**src/rtl/crc_sel_pkg.sv**
```systemverilog
package crc_sel_pkg;
  localparam int MAXW = 32;
  localparam int IW   = $clog2(MAXW);

  typedef enum logic [1:0] {
    POLY_C12  = 2'd0,
    POLY_C16A = 2'd1,
    POLY_C16B = 2'd2,
    POLY_C32  = 2'd3
  } poly_e;

  typedef enum logic {
    MODE_GEN = 1'b0,
    MODE_CHK = 1'b1
  } mode_e;
endpackage

```
**src/rtl/crc_poly_table.sv**
```systemverilog
module crc_poly_table
  import crc_sel_pkg::*;
(
  input  poly_e            sel,
  output logic [MAXW-1:0]  taps,
  output logic [MAXW-1:0]  mask,
  output logic [IW-1:0]    msb_idx
);
  // taps omit the leading x^w term; msb_idx is w-1
  always_comb begin
    case (sel)
      POLY_C12: begin
        taps    = MAXW'(32'h0000_080F);
        mask    = MAXW'(32'h0000_0FFF);
        msb_idx = IW'(11);
      end
      POLY_C16A: begin
        taps    = MAXW'(32'h0000_8005);
        mask    = MAXW'(32'h0000_FFFF);
        msb_idx = IW'(15);
      end
      POLY_C16B: begin
        taps    = MAXW'(32'h0000_1021);
        mask    = MAXW'(32'h0000_FFFF);
        msb_idx = IW'(15);
      end
      default: begin
        taps    = MAXW'(32'h04C1_1DB7);
        mask    = MAXW'(32'hFFFF_FFFF);
        msb_idx = IW'(31);
      end
    endcase
  end
endmodule

```
**src/rtl/crc_lfsr.sv**
```systemverilog
module crc_lfsr
  import crc_sel_pkg::*;
(
  input  logic             clk,
  input  logic             rst_n,
  input  logic             clr,
  input  logic             dat_en,
  input  logic             din,
  input  logic             sft_en,
  input  logic [MAXW-1:0]  taps,
  input  logic [MAXW-1:0]  mask,
  input  logic [IW-1:0]    msb_idx,
  output logic [MAXW-1:0]  rem_q,
  output logic [MAXW-1:0]  rem_d,
  output logic             rem_msb
);
  logic [MAXW-1:0] base;
  logic [MAXW-1:0] sft_nxt;
  logic            fb;

  always_comb begin
    base    = clr ? '0 : rem_q;
    fb      = base[msb_idx] ^ din;
    rem_d   = ((base << 1) ^ (fb ? taps : '0)) & mask;
    sft_nxt = (rem_q << 1) & mask;
    rem_msb = rem_q[msb_idx];
  end

  always_ff @(posedge clk or negedge rst_n) begin
    if (!rst_n)      rem_q <= '0;
    else if (dat_en) rem_q <= rem_d;
    else if (sft_en) rem_q <= sft_nxt;
  end

  // no bits above the active width survive once the frame is set up
  p_upper_clear_r1: assert property (@(posedge clk) disable iff (!rst_n)
    !clr |-> ((rem_q & ~mask) == '0));
endmodule

```
**src/rtl/crc_ctrl.sv**
```systemverilog
module crc_ctrl
  import crc_sel_pkg::*;
(
  input  logic           clk,
  input  logic           rst_n,
  input  logic           in_valid,
  input  logic           in_sof,
  input  logic           in_eod,
  input  mode_e          mode_eff,
  input  logic           fcs_ready,
  input  logic [IW-1:0]  msb_idx,
  input  logic           rem_nz,
  output logic           in_ready,
  output logic           acc,
  output logic           fcs_valid,
  output logic           fcs_last,
  output logic           sft_en,
  output logic           chk_valid,
  output logic           chk_err
);
  typedef enum logic {ST_DATA, ST_FCS} st_e;
  st_e           state;
  logic [IW-1:0] cnt;

  always_comb begin
    in_ready  = (state == ST_DATA);
    acc       = in_valid & in_ready;
    fcs_valid = (state == ST_FCS);
    fcs_last  = fcs_valid && (cnt == msb_idx);
    sft_en    = fcs_valid & fcs_ready;
  end

  always_ff @(posedge clk or negedge rst_n) begin
    if (!rst_n) begin
      state     <= ST_DATA;
      cnt       <= '0;
      chk_valid <= 1'b0;
      chk_err   <= 1'b0;
    end else begin
      if (acc) begin
        if (in_sof) begin
          chk_valid <= 1'b0;
          chk_err   <= 1'b0;
        end
        if (in_eod) begin
          if (mode_eff == MODE_GEN) begin
            state <= ST_FCS;
            cnt   <= '0;
          end else begin
            chk_valid <= 1'b1;
            chk_err   <= rem_nz;
          end
        end
      end
      if (sft_en) begin
        if (fcs_last) state <= ST_DATA;
        else          cnt   <= cnt + 1'b1;
      end
    end
  end

  // end of data in generate mode blocks the input on the next cycle
  p_eod_blocks_input_r3: assert property (@(posedge clk) disable iff (!rst_n)
    (acc && in_eod && mode_eff == MODE_GEN) |=> (fcs_valid && !in_ready));

  // a stalled check bit keeps its position in the sequence
  p_fcs_stall_r2: assert property (@(posedge clk) disable iff (!rst_n)
    (fcs_valid && !fcs_ready) |=> (fcs_valid && $stable(cnt)));

  // the bit counter never passes the final position
  p_cnt_range_r2: assert property (@(posedge clk) disable iff (!rst_n)
    fcs_valid |-> (cnt <= msb_idx));

  // the check result holds until the next accepted start of frame
  p_chk_hold_r6: assert property (@(posedge clk) disable iff (!rst_n)
    (chk_valid && !(acc && in_sof)) |=> (chk_valid && $stable(chk_err)));
endmodule

```
**src/rtl/crc_serial_engine.sv**
```systemverilog
module crc_serial_engine
  import crc_sel_pkg::*;
(
  input  logic       clk,
  input  logic       rst_n,
  input  logic       in_valid,
  output logic       in_ready,
  input  logic       in_bit,
  input  logic       in_sof,
  input  logic       in_eod,
  input  logic [1:0] poly_sel,
  input  logic       chk_mode,
  output logic       fcs_valid,
  input  logic       fcs_ready,
  output logic       fcs_bit,
  output logic       fcs_last,
  output logic       chk_valid,
  output logic       chk_err
);
  poly_e           sel_q, sel_eff;
  mode_e           mode_q, mode_eff;
  logic            acc, start, sft_en;
  logic [MAXW-1:0] taps, mask, rem_q, rem_d;
  logic [IW-1:0]   msb_idx;
  logic            rem_msb;

  assign start    = acc & in_sof;
  assign sel_eff  = start ? poly_e'(poly_sel) : sel_q;
  assign mode_eff = start ? mode_e'(chk_mode) : mode_q;
  assign fcs_bit  = rem_msb;

  always_ff @(posedge clk or negedge rst_n) begin
    if (!rst_n) begin
      sel_q  <= POLY_C12;
      mode_q <= MODE_GEN;
    end else if (start) begin
      sel_q  <= poly_e'(poly_sel);
      mode_q <= mode_e'(chk_mode);
    end
  end

  crc_poly_table u_table (
    .sel     (sel_eff),
    .taps    (taps),
    .mask    (mask),
    .msb_idx (msb_idx)
  );

  crc_lfsr u_lfsr (
    .clk     (clk),
    .rst_n   (rst_n),
    .clr     (start),
    .dat_en  (acc),
    .din     (in_bit),
    .sft_en  (sft_en),
    .taps    (taps),
    .mask    (mask),
    .msb_idx (msb_idx),
    .rem_q   (rem_q),
    .rem_d   (rem_d),
    .rem_msb (rem_msb)
  );

  crc_ctrl u_ctrl (
    .clk       (clk),
    .rst_n     (rst_n),
    .in_valid  (in_valid),
    .in_sof    (in_sof),
    .in_eod    (in_eod),
    .mode_eff  (mode_eff),
    .fcs_ready (fcs_ready),
    .msb_idx   (msb_idx),
    .rem_nz    (|rem_d),
    .in_ready  (in_ready),
    .acc       (acc),
    .fcs_valid (fcs_valid),
    .fcs_last  (fcs_last),
    .sft_en    (sft_en),
    .chk_valid (chk_valid),
    .chk_err   (chk_err)
  );

  // the selects are held for the whole frame
  p_sel_held_r7: assert property (@(posedge clk) disable iff (!rst_n)
    !start |=> ($stable(sel_q) && $stable(mode_q)));

  // the offered check bit does not move while stalled
  p_fcs_bit_hold_r2: assert property (@(posedge clk) disable iff (!rst_n)
    (fcs_valid && !fcs_ready) |=> ($stable(fcs_bit) && $stable(fcs_last)));
endmodule

```
**config.mk**
```make
export PLATFORM = sky130hd
export DESIGN_NAME = crc_serial_engine
export DESIGN_NICKNAME = d
export VERILOG_FILES = /design/src/rtl/crc_sel_pkg.sv /design/src/rtl/crc_poly_table.sv /design/src/rtl/crc_lfsr.sv /design/src/rtl/crc_ctrl.sv /design/src/rtl/crc_serial_engine.sv
export SDC_FILE = /design/constraint.sdc
export NUM_CORES = 1
export LEC_CHECK = 0
export ABC_AREA = 1
export CAP_MARGIN = 20
export CORE_ASPECT_RATIO = 1.5
export CORE_MARGIN = 3
export CORE_UTILIZATION = 53
export DETAILED_ROUTE_END_ITERATION = 8
export GPL_TIMING_DRIVEN = 0
export PLACE_DENSITY = 0.79
export SLEW_MARGIN = 20
export SYNTH_ARGS = -nofsm -noshare
export SYNTH_HDL_FRONTEND = slang
export SYNTH_SLANG_ARGS = --single-unit
export TNS_END_PERCENT = 50
```
**constraint.sdc**
```tcl
create_clock -name clk -period 2.7 [get_ports clk]
set_input_delay 0.405 -clock clk [delete_from_list [all_inputs] [get_ports clk]]
set_output_delay 0.405 -clock clk [all_outputs]
set_load 0.02 [all_outputs]
```
# After elaboration in Yosys (flattened, before gate mapping)
# Cells that the tools add are included.
# W data, S select, Z words.
[op_classes] magnitude_cmp=1 add_sub_neg=1 reduce_logical=5 bitwise_logic=8 eq_ne=3 mux=29
[op_table] cell="$mux W32" count=3
[op_table] cell="$pmux W27 S3" count=1
[op_table] cell="$and A32 B32 Y32" count=2
[op_table] cell="$pmux W32 S2" count=1
[op_table] cell="$reduce_or A32 Y1" count=1
[op_table] cell="$xor A32 B32 Y32" count=1
[op_table] cell="$mux W27" count=1
[op_table] cell="$mux W5" count=5
[op_table] cell="$mux W1" count=14
[op_table] cell="$bmux W1 S5" count=2
[op_table] cell="$pmux W5 S2" count=1
[op_table] cell="$lt A5 B6 Y1 const B" count=1
[op_table] cell="$add A5 B1 Y5 const B" count=1
[op_table] cell="$eq A5 B5 Y1" count=1
[op_table] cell="$and A1 B1 Y1" count=3
[op_table] cell="$eq A2 B1 Y1 const B" count=1
[op_table] cell="$eq A2 B2 Y1 const B" count=1
[op_table] cell="$logic_not A2 Y1" count=1
[op_table] cell="$mux W2" count=1
[op_table] cell="$reduce_bool A2 Y1" count=1
[op_table] cell="$reduce_or A2 Y1" count=1
[op_table] cell="$logic_and A1 B1 Y1" count=1
[op_table] cell="$not A1 Y1" count=1
[op_table] cell="$xor A1 B1 Y1" count=1
[totals] ff_bits=43 output_inout_bits=6 word_cells=54

# Depth between registers and ports, before layout
# Gate-level depths: netlist of the first run.
[logic_depth] word_depth=16 depth_mapped=22

# Cells and area by module
# From an unflattened synthesis of the first run, not the netlist that was laid out.
[hier_totals] hier_cells=799 area_unflattened_um2=4833.4
[by_module_without_submodules] mod="crc_lfsr" instances=1 seq_area_each_um2=800.8 area_each_um2=3405.8 cells_per_inst=583
[by_module_without_submodules] mod="crc_poly_table" instances=1 seq_area_each_um2=0.0 area_each_um2=578.1 cells_per_inst=78
[by_module_without_submodules] mod="crc_ctrl" instances=1 seq_area_each_um2=200.2 area_each_um2=554.3 cells_per_inst=79
[by_module_without_submodules] mod="crc_serial_engine" instances=1 seq_area_each_um2=75.1 area_each_um2=295.3 cells_per_inst=59

# Least setup slack after synthesis of the first run
# Ideal clock, no wire load.
[synth_path] kind="flip-flop to flip-flop" start="register u_ctrl.state (netlist: u_ctrl.fcs_valid)" end="register u_ctrl.chk_err" path_slack_ps=-310 synth_period_minus_slack_ps=3010 t_required_ps=2578 arrival_ps=2888 path_stages_with_launch=21 path_cell_list="dfrtp_1 inv_2 nand3_4 buf_2 buf_2 o21ai_0 inv_1 ha_1 inv_2 nand2_2 nand3_4 nand4_2 nand2_4 buf_8 nand3b_2 nand2_2 nand2_1 nor2_1 nand2_1 nor2_1 nor2_1"
[synth_between] elab_chain_len=16 word_cells_on_any_way=22 classes_between="eq/ne (2); mux (11); bitwise (6); reduce/logical (3)"
[synth_lines] item="start: declaration" line="crc_ctrl.sv:22" source="st_e state;"
[synth_lines] item="start signal: assignment" line="crc_ctrl.sv:35" source="state <= ST_DATA;"
[synth_lines] item="start signal: assignment" line="crc_ctrl.sv:47" source="state <= ST_FCS;"
[synth_lines] item="start signal: assignment" line="crc_ctrl.sv:56" source="if (fcs_last) state <= ST_DATA;"
[synth_lines] item="$not A1 Y1 *" line="crc_ctrl.sv:26" source="in_ready = (state == ST_DATA);"
[synth_lines] item="net in_ready" line="crc_serial_engine.sv:7" source="output logic in_ready,"
[synth_lines] item="$and A1 B1 Y1 *" line="crc_ctrl.sv:27" source="acc = in_valid & in_ready;"
[synth_lines] item="$and A1 B1 Y1 *" line="crc_serial_engine.sv:27" source="assign start = acc & in_sof;"
[synth_lines] item="$mux W2 *"
[synth_lines] item="net sel_eff[0]" line="crc_serial_engine.sv:20" source="poly_e sel_q, sel_eff;"
[synth_lines] item="$eq A2 B1 Y1 / $eq A2 B2 Y1 (equally long branches)" line="crc_poly_table.sv:11" source="case (sel)"
[synth_lines] item="$reduce_or A2 Y1 (no source line)"
[synth_lines] item="(+2 left out)"
[synth_lines] item="$mux W1 (implied by the code)" line="crc_lfsr.sv:23" source="fb = base[msb_idx] ^ din;"
[synth_lines] item="$xor A1 B1 Y1" line="crc_lfsr.sv:23"
[synth_lines] item="$mux W27" line="crc_lfsr.sv:24" source="rem_d = ((base << 1) ^ (fb ? taps : '0)) & mask;"
[synth_lines] item="$xor A32 B32 Y32" line="crc_lfsr.sv:24"
[synth_lines] item="$and A32 B32 Y32 *" line="crc_lfsr.sv:24"
[synth_lines] item="$reduce_or A32 Y1 *" line="crc_serial_engine.sv:73" source=".rem_nz (|rem_d),"
[synth_lines] item="$mux W1 *" line="crc_ctrl.sv:46" source="if (mode_eff == MODE_GEN) begin"
[synth_lines] item="$mux W1 *" line="crc_ctrl.sv:45" source="if (in_eod) begin"
[synth_lines] item="end signal: assignment" line="crc_ctrl.sv:51" source="chk_err <= rem_nz;"
[synth_lines] item="end: declaration" line="crc_ctrl.sv:19" source="output logic chk_err"
# Mark *: on every way through the listed nets, which the timed path passes. The rest lies on a longest branch. The select of a mux whose other input is x is not followed.
# A chain may end at the register's enable or synchronous reset.

# Worst setup path in the final report of the first run
[layout_path] start="register u_ctrl.state (netlist: u_ctrl.fcs_valid)" end="register u_ctrl.chk_err"
[layout_between] elab_chain_len=16 word_cells_on_any_way=22 classes_between="eq/ne (2); mux (11); bitwise (6); reduce/logical (3)"
[layout_lines] item="$not A1 Y1 *" line="crc_ctrl.sv:26"
[layout_lines] item="$and A1 B1 Y1 *" line="crc_ctrl.sv:27"
[layout_lines] item="$and A1 B1 Y1 *" line="crc_serial_engine.sv:27"
[layout_lines] item="$mux W2 *"
[layout_lines] item="net sel_eff[0]" line="crc_serial_engine.sv:20"
[layout_lines] item="$eq A2 B1 Y1 / $eq A2 B2 Y1 (equally long branches)" line="crc_poly_table.sv:11"
[layout_lines] item="$reduce_or A2 Y1 (no source line)"
[layout_lines] item="$pmux W5 S2" line="crc_poly_table.sv:11"
[layout_lines] item="$bmux W1 S5" line="crc_lfsr.sv:23"
[layout_lines] item="$mux W1 (implied by the code)" line="crc_lfsr.sv:23"
[layout_lines] item="$xor A1 B1 Y1" line="crc_lfsr.sv:23"
[layout_lines] item="$mux W27" line="crc_lfsr.sv:24"
[layout_lines] item="$xor A32 B32 Y32" line="crc_lfsr.sv:24"
[layout_lines] item="$and A32 B32 Y32 *" line="crc_lfsr.sv:24"
[layout_lines] item="$reduce_or A32 Y1 *" line="crc_serial_engine.sv:73"
[layout_lines] item="$mux W1 *" line="crc_ctrl.sv:46"
[layout_lines] item="$mux W1 *" line="crc_ctrl.sv:45"
# Marked as above.

==> flow_metrics.py, run 1 <==
metrics = {
    "sta": {
        "tightest_slew_ns": 0.528,
        "period_minus_slack_ns": 2.77,
        "clock_skew_ns": 0.00762,
        "slew-limit-headroom": 0.648,
        "maxSlewViolCount": 0,
        "hold_viol": 0,
        "fmax_ghz": 0.361,
        "rsz0062_at_grt": "yes",
        "setup_viol": 2,
        "holdWs_ns": 0.0554,
        "fin_crit_sh": 1.03,
        "layout_setup_ws_ns": -0.0727,
        "tns_ns": -0.143,
    },
    "clocking": {
        "cts_hold_buf": 0,
        "cts_sinks": 43,
        "cts_buffer_depth": 2,
        "cts_tree": "done",
        "cts_root_buf": "clkbuf_8",
        "numCtsBuffers": 5,
        "clk_pin_slew_ns": 0.09,
        "h-tree-depth": 2,
        "insertion_delay_ns": 0.31,
    },
    "floorplanning": {
        "core_um2": 4580,
        "rows": 30,
        "die_w_um": 62.5,
        "die-area_um2": 5680,
        "io_pins": 16,
        "start_util": 0.555,
        "die_h_um": 90.8,
    },
    "power_and_ir_drop": {
        "p_leak_nw": 1.60,
        "power.density_nw_per_um2": 1070,
        "vdd_drop_max_mv": 0.508,
    },
    "route": {
        "wl_mm": 7.60,
        "drc": 0,
        "vias": 2588,
        "routedWlPerCell_um": 17.2,
        "drt_iter0_drc": 203,
        "dr.pass1.iters": 5,
        "viasPerCell": 5.84,
        "ant_nets": 0,
    },
    "grt": {
        "grt_usage": 0.260,
        "gr-usage-met2": 0.460,
        "grt_pass1_vias": 2562,
        "top_usage_layer": "met2",
        "antenna_found_initial": 0,
        "grt_pass1_wl_mm": 11.6,
        "use_met1": 0.275,
        "grt_use_met3": 0.0411,
        "gr-total-overflow": 0,
        "grt_max_degree": 24,
    },
    "placed_design": {
        "io_buffers": 15,
        "hpwl_mm": 4.73,
        "dp_cells": 411,
        "pre_cts_slack_ns": -0.952,
        "gp_routability_congestion": 0.901,
    },
    "setup_path": {
        "crit_arrival_ns": 2.98,
        "cp-end-kind": "flip-flop",
        "worst-path-max-fanout": 6,
        "path_class": "flip-flop to flip-flop",
        "r2r_setup_slack_ns": -0.07,
        "start_kind": "flip-flop",
        "cp.required_ns": 2.91,
    },
    "synth": {
        "synth.most_common_cell": "nand2_1",
        "yosysWarnings": 0,
        "yosysUniqueCellTypes": 33,
        "async_flop_share": 1.00,
        "synth_top_cells_by_count": "nand2_1, dfrtp_1, inv_1",
        "synthTopCellsByArea": "dfrtp_1, nand2_1, o21ai_0",
        "synth_top_area_cell": "dfrtp_1",
        "synth_nets": 347,
        "synth.cell_area_um2": 2540,
        "ys_seq_area_frac": 0.424,
        "yosys_most_used_dff": "dfrtp_1",
        "synth-edff-count": 0,
        "synth.avg_cell_area_um2": 7.67,
        "postSynthCellCount": 331,
        "synth_seq_cells": 43,
        "netlist.area_leader.share": 0.424,
    },
    "flow_run": {
        "max_cap_viol_count": 0,
    },
    "status": {
        "status": "complete, but fails checks",
        "violations": "setup timing",
    },
    "layout": {
        "drive_gt1_frac": 0.230,
        "nNetsFinal": 394,
        "final_cells": 443,
        "syn2layout_area_growth_pct": 30.4,
        "diodes": 0,
    },
    "worst_hold_path": {
        "hold_class": "input port to asynchronous set/reset pin",
    },
}
## logic make-up after synthesis
family | count (synthesis) | share of synthesized area
simple gates | 163 | 0.300
compound gates | 64 | 0.146
buf+inv | 49 | 0.0803
flops | 43 | 0.424
xor+xnor | 6 | 0.0207
fa+ha+maj | 6 | 0.0296
## stage by stage
| stage | instance area, um2 | util | total power, W |
|---|---|---|---|
| global placement | 2780 | 0.608 | 0.00243 |
| global route | 3310 | 0.723 | 0.00377 |
| CTS | 3150 | 0.687 | 0.00325 |
| floorplan | 2550 | - | 0.00205 |
| finish | 3310 | 0.723 | 0.00355 |
| detailed placement | 2810 | 0.613 | 0.00248 |
## report_power, final
part | internal [W] | leakage (nW) | switching [W]
combinational | 0.000819 | 0.983 | 0.00123
sequential | 0.000836 | 0.558 | 0.000150
clock | 0.000276 | 0.0581 | 0.000240
total | 0.00193 | 1.60 | 0.00162
## critical path, stage by stage, from the launching register on
cell	delay, ns
dfrtp_2	0.44
inv_4	0.07
nand3_4	0.10
buf_8	0.15
buf_8	0.12
o21ai_4	0.20
inv_2	0.09
ha_4	0.20
nand2_2	0.10
nand3_4	0.13
nand3_4	0.11
nand2_8	0.08
nand2_8	0.13
buf_8	0.14
nand2_2	0.06
nand2_1	0.08
nand2_1	0.08
o21ai_2	0.16
nand2_2	0.09
nor2_2	0.09
nor2_1	0.05
## final timing paths
kind	from	end	cells past startpoint
max reg2reg	u_ctrl.fcs_valid	u_ctrl.chk_err	20
min in group clk	u_lfsr.rem_q[5]	u_lfsr.rem_q[5]	2
min reg2reg	u_lfsr.rem_q[5]	u_lfsr.rem_q[5]	2
max	u_ctrl.fcs_valid	u_ctrl.chk_err	20
min	rst_n	u_lfsr.rem_q[8]	1
max in group asynchronous	rst_n	u_lfsr.rem_q[0]	2
## timing repair
item | CTS | global route
pin swaps | 7 | 24
buffers inserted | 16 | 7
setup endpoints to repair | 26 | 12
endpoints found under the hold margin | 0 | 0
gates resized for setup | 30 | 35
cloned | 2 | 0
## final cells by class
type | count | area [um2]
repair buffers | 39 | 373
inverters | 38 | 150
multi-input cells | 240 | 1440
well taps | 64 | 80.1
clock inverters | 3 | 43.8
plain buffers | 11 | 83.8
flip-flops and latches | 43 | 1080
fillers | 319 | 1270
clock buffers | 5 | 68.8
## flip-flops by register name (all words and copies together), names as in the netlist
signal / cells
u_ctrl.chk_err: 1
u_lfsr.rem_q: 32
mode_q: 1
u_ctrl.cnt: 5
sel_q: 2
u_ctrl.fcs_valid: 1
u_ctrl.chk_valid: 1
## per-layer routing
| metal | wire, um | part of all wire | up-vias |
|---|---|---|---|
| li1 | - | - | 1179 |
| met1 | 2720 | 0.36 | 1231 |
| met2 | 3980 | 0.52 | 131 |
| met3 | 459 | 0.060 | 47 |
| met4 | 448 | 0.059 | 0 |
| met5 | 0 | 0 | - |
## placed cells by master (no fill, tap or decap), types with 5 or more instances in the layout
cell type | netlist | layout
xor2_1 | 5 | 5
clkdlybuf4s50_1 | 0 | 10
a21oi_1 | 8 | 8
nor2_1 | 14 | 10
inv_1 | 34 | 32
nand2_4 | 2 | 5
clkbuf_8 | 0 | 5
nand2_1 | 104 | 92
buf_4 | 0 | 21
nand2_2 | 3 | 11
dfrtp_1 | 43 | 42
nand3_4 | 2 | 5
o21ai_1 | 4 | 6
o21ai_0 | 33 | 29
o31ai_1 | 5 | 5
buf_2 | 7 | 5
nand3_1 | 24 | 22
Power figures use the tool's default switching activity.
==> run 2: changes to the inputs <==
Settings changed: CORE_UTILIZATION 53 to 57, PLACE_DENSITY 0.79 to 0.82, SYNTH_HIERARCHICAL set to 1.
==> run 2 against run 1 <==
Compared with the run above: the flow still finishes with violations (setup timing); fmax down 11%; cell count up 120%; highest routed layer unchanged; global-route usage up 3.8 points; worst setup slack worse by 0.34 ns; clock power up 40%; die area up 70%; via count up 100%; hold slack better by 0.032 ns; clock-buffer cell count unchanged; sequential power up 6%.
==> flow_metrics.py, run 2 <==
metrics = {
    "synth": {
        "postSynthCellCount": 799,
        "synthSimpleGateAreaFrac": 0.474,
        "synth-edff-count": 0,
        "synthTopCellsByArea": "nand2_1, dfrtp_1, buf_4",
        "synth.cell_area_um2": 4830,
        "synthXorXnorAreaFrac": 0.00544,
        "netlist.area_leader.share": 0.236,
        "yosys_most_used_dff": "dfrtp_1",
        "synth_seq_cells": 43,
        "synth.most_common_cell": "nand2_1",
        "synth_top_area_cell": "nand2_1",
        "synthMuxAreaShare": 0,
        "yosysUniqueCellTypes": 29,
        "ys_seq_area_frac": 0.223,
        "synth_top_cells_by_count": "nand2_1, inv_1, nor2_1",
        "synth-compound-area-share": 0.0373,
        "synth.avg_cell_area_um2": 6.05,
        "yosysWarnings": 6,
        "async_flop_share": 1.00,
        "synth_top_family_by_area": "simple AND/OR/NAND/NOR gates",
        "synth_fa_ha_area_frac": 0.0181,
    },
    "status": {
        "violations": "setup timing",
        "status": "complete, but fails checks",
    },
    "placed_design": {
        "pre_cts_slack_ns": -1.24,
        "io_buffers": 15,
        "gp_routability_congestion": 0.903,
        "dpl-instance-area_um2": 5300,
        "hpwl_mm": 9.10,
        "dp_cells": 950,
    },
    "power_and_ir_drop": {
        "power.density_nw_per_um2": 981,
        "p_leak_nw": 3.40,
        "vdd_drop_max_mv": 0.558,
        "finalPower_w": 0.00578,
    },
    "setup_path": {
        "path_class": "flip-flop to flip-flop",
        "crit_path_top_delay_cell": "dfrtp_2",
        "crit_top_cell": "nand2_2",
        "cp-end-kind": "flip-flop",
        "cpPeakStageDelay_ns": 0.42,
        "r2r_start": "u_ctrl/fcs_valid",
        "start_kind": "flip-flop",
        "cp.required_ns": 2.89,
        "worst-path-max-fanout": 8,
        "crit_arrival_ns": 3.30,
        "crit_path_start": "u_ctrl/fcs_valid",
    },
    "grt": {
        "grt_pass1_wl_mm": 22.8,
        "grt_max_degree": 26,
        "antenna_found_initial": 0,
        "grt_usage": 0.298,
        "gr-total-overflow": 0,
        "grt_pass1_vias": 5030,
    },
    "floorplanning": {
        "io_pins": 16,
        "die_h_um": 119,
        "die-area_um2": 9640,
        "rows": 40,
        "core_um2": 8110,
        "die_w_um": 81.2,
        "start_util": 0.596,
    },
    "sta": {
        "fin_crit_sh": 1.15,
        "period_minus_slack_ns": 3.11,
        "hold_viol": 0,
        "tightest_slew_ns": 0.677,
        "tns_ns": -0.410,
        "rsz0062_at_grt": "yes",
        "slew-limit-headroom": 0.547,
        "setup_viol": 1,
        "fmax_ghz": 0.322,
        "maxSlewViolCount": 0,
        "clock_skew_ns": 0.00579,
        "layout_setup_ws_ns": -0.410,
    },
    "layout": {
        "syn2layout_area_growth_pct": 21.8,
        "reg_top3": "u_lfsr/rem_q: 32 flops, u_ctrl/cnt: 5 flops, sel_q: 2 flops",
        "top_register": "u_lfsr/rem_q",
        "largest_reg_flops": 32,
        "final_cells": 987,
        "final_cell_mix": "nand2_1, inv_1, buf_4",
        "nNetsFinal": 898,
        "stdcell_area_um2": 5890,
        "layout_commonest_cell": "nand2_1",
        "diodes": 0,
        "drive_gt1_frac": 0.237,
    },
    "clocking": {
        "clk_pin_slew_ns": 0.06,
        "numCtsBuffers": 5,
        "h-tree-depth": 2,
        "cts_root_buf": "clkbuf_16",
        "cts_buffer_depth": 2,
        "cts_sinks": 43,
        "cts_tree": "done",
        "insertion_delay_ns": 0.30,
    },
    "route": {
        "dr.pass1.iters": 6,
        "viasPerCell": 5.35,
        "ant_nets": 0,
        "drc": 0,
        "wl_mm": 14.3,
        "drt_iter0_drc": 543,
        "vias": 5282,
        "routedWlPerCell_um": 14.5,
    },
    "worst_hold_path": {
        "hold_class": "input port to asynchronous set/reset pin",
    },
    "flow_run": {
        "max_cap_viol_count": 0,
    },
}
run 2: worst max-delay path: cells and delay by family, from the launching register on:
family,cells,cell delay [ns]
adder cells (fa/ha/maj),1,0.17
flip-flops,1,0.42
buffers and inverters,7,0.60
AO/OA/AOI/OAI,1,0.08
AND/OR/NAND/NOR,19,1.71
run 2: layout make-up:
type                            instances  area, um2
Buffer                                 92        756
Clock buffer                            5        125
Timing Repair Buffer                   47        423
Tap cell                              105        131
Sequential cell                        43       1080
Clock inverter                          3       46.3
Inverter                              111        452
Fill cell                             659       2220
Multi-Input combinational cell        581       2880
run 2: report_power, final:
group / switching [W] / leakage, nW / total [W] / internal [W]
clock: 0.000283 / 0.0804 / 0.000723 / 0.000440
sequential: 0.000208 / 0.577 / 0.00105 / 0.000846
combinational: 0.00234 / 2.74 / 0.00400 / 0.00166
run 2: cells by family (layout without fill, tap and decap cells):
kind of cell	count (synthesis)	in the layout
flip-flops	43	43
AND/OR/NAND/NOR	503	503
adder cells (fa/ha/maj)	7	7
AO/OA/AOI/OAI	36	36
buffers and inverters	205	258
other	2	32
XOR/XNOR	3	3
run 2: what timing repair did:
action / 4_1_cts / 5_1_grt
hold buffers: 0 / 0
setup endpoints to repair: 19 / 4
resized for setup: 36 / 25
gates cloned: 0 / 1
setup buffers: 27 / 3
pin swaps: 19 / 16
run 2: path summary, 6_finish.rpt:
| kind | depth (start not counted) | slack [ns] | endpoint |
|---|---|---|---|
| worst max-delay path | 28 | -0.41 | u_ctrl/chk_err |
| worst min-delay path | 1 | 0.09 | u_lfsr/rem_q[25] |
| worst max register to register | 28 | -0.41 | u_ctrl/chk_err |
| worst min register to register | 2 | 0.50 | u_ctrl/chk_err |
| max in group asynchronous | 2 | 2.08 | u_ctrl/fcs_valid |
| min in group clk | 2 | 0.50 | u_ctrl/chk_err |
run 2: routing by layer:
metal,global-route usage,vias to the layer above,part of all wire
met3,0.0366,71,0.068
met2,0.532,272,0.52
met4,0.148,0,0.048
met1,0.336,2421,0.36
met5,0,-,0
li1,-,2518,-
run 2: through the flow:
step | util | hold WS, ns
floorplan | - | 0.109
global placement | 0.651 | 0.466
detailed placement | 0.653 | 0.416
CTS | 0.709 | 0.102
global route | 0.726 | 0.110
finish | 0.726 | 0.0876
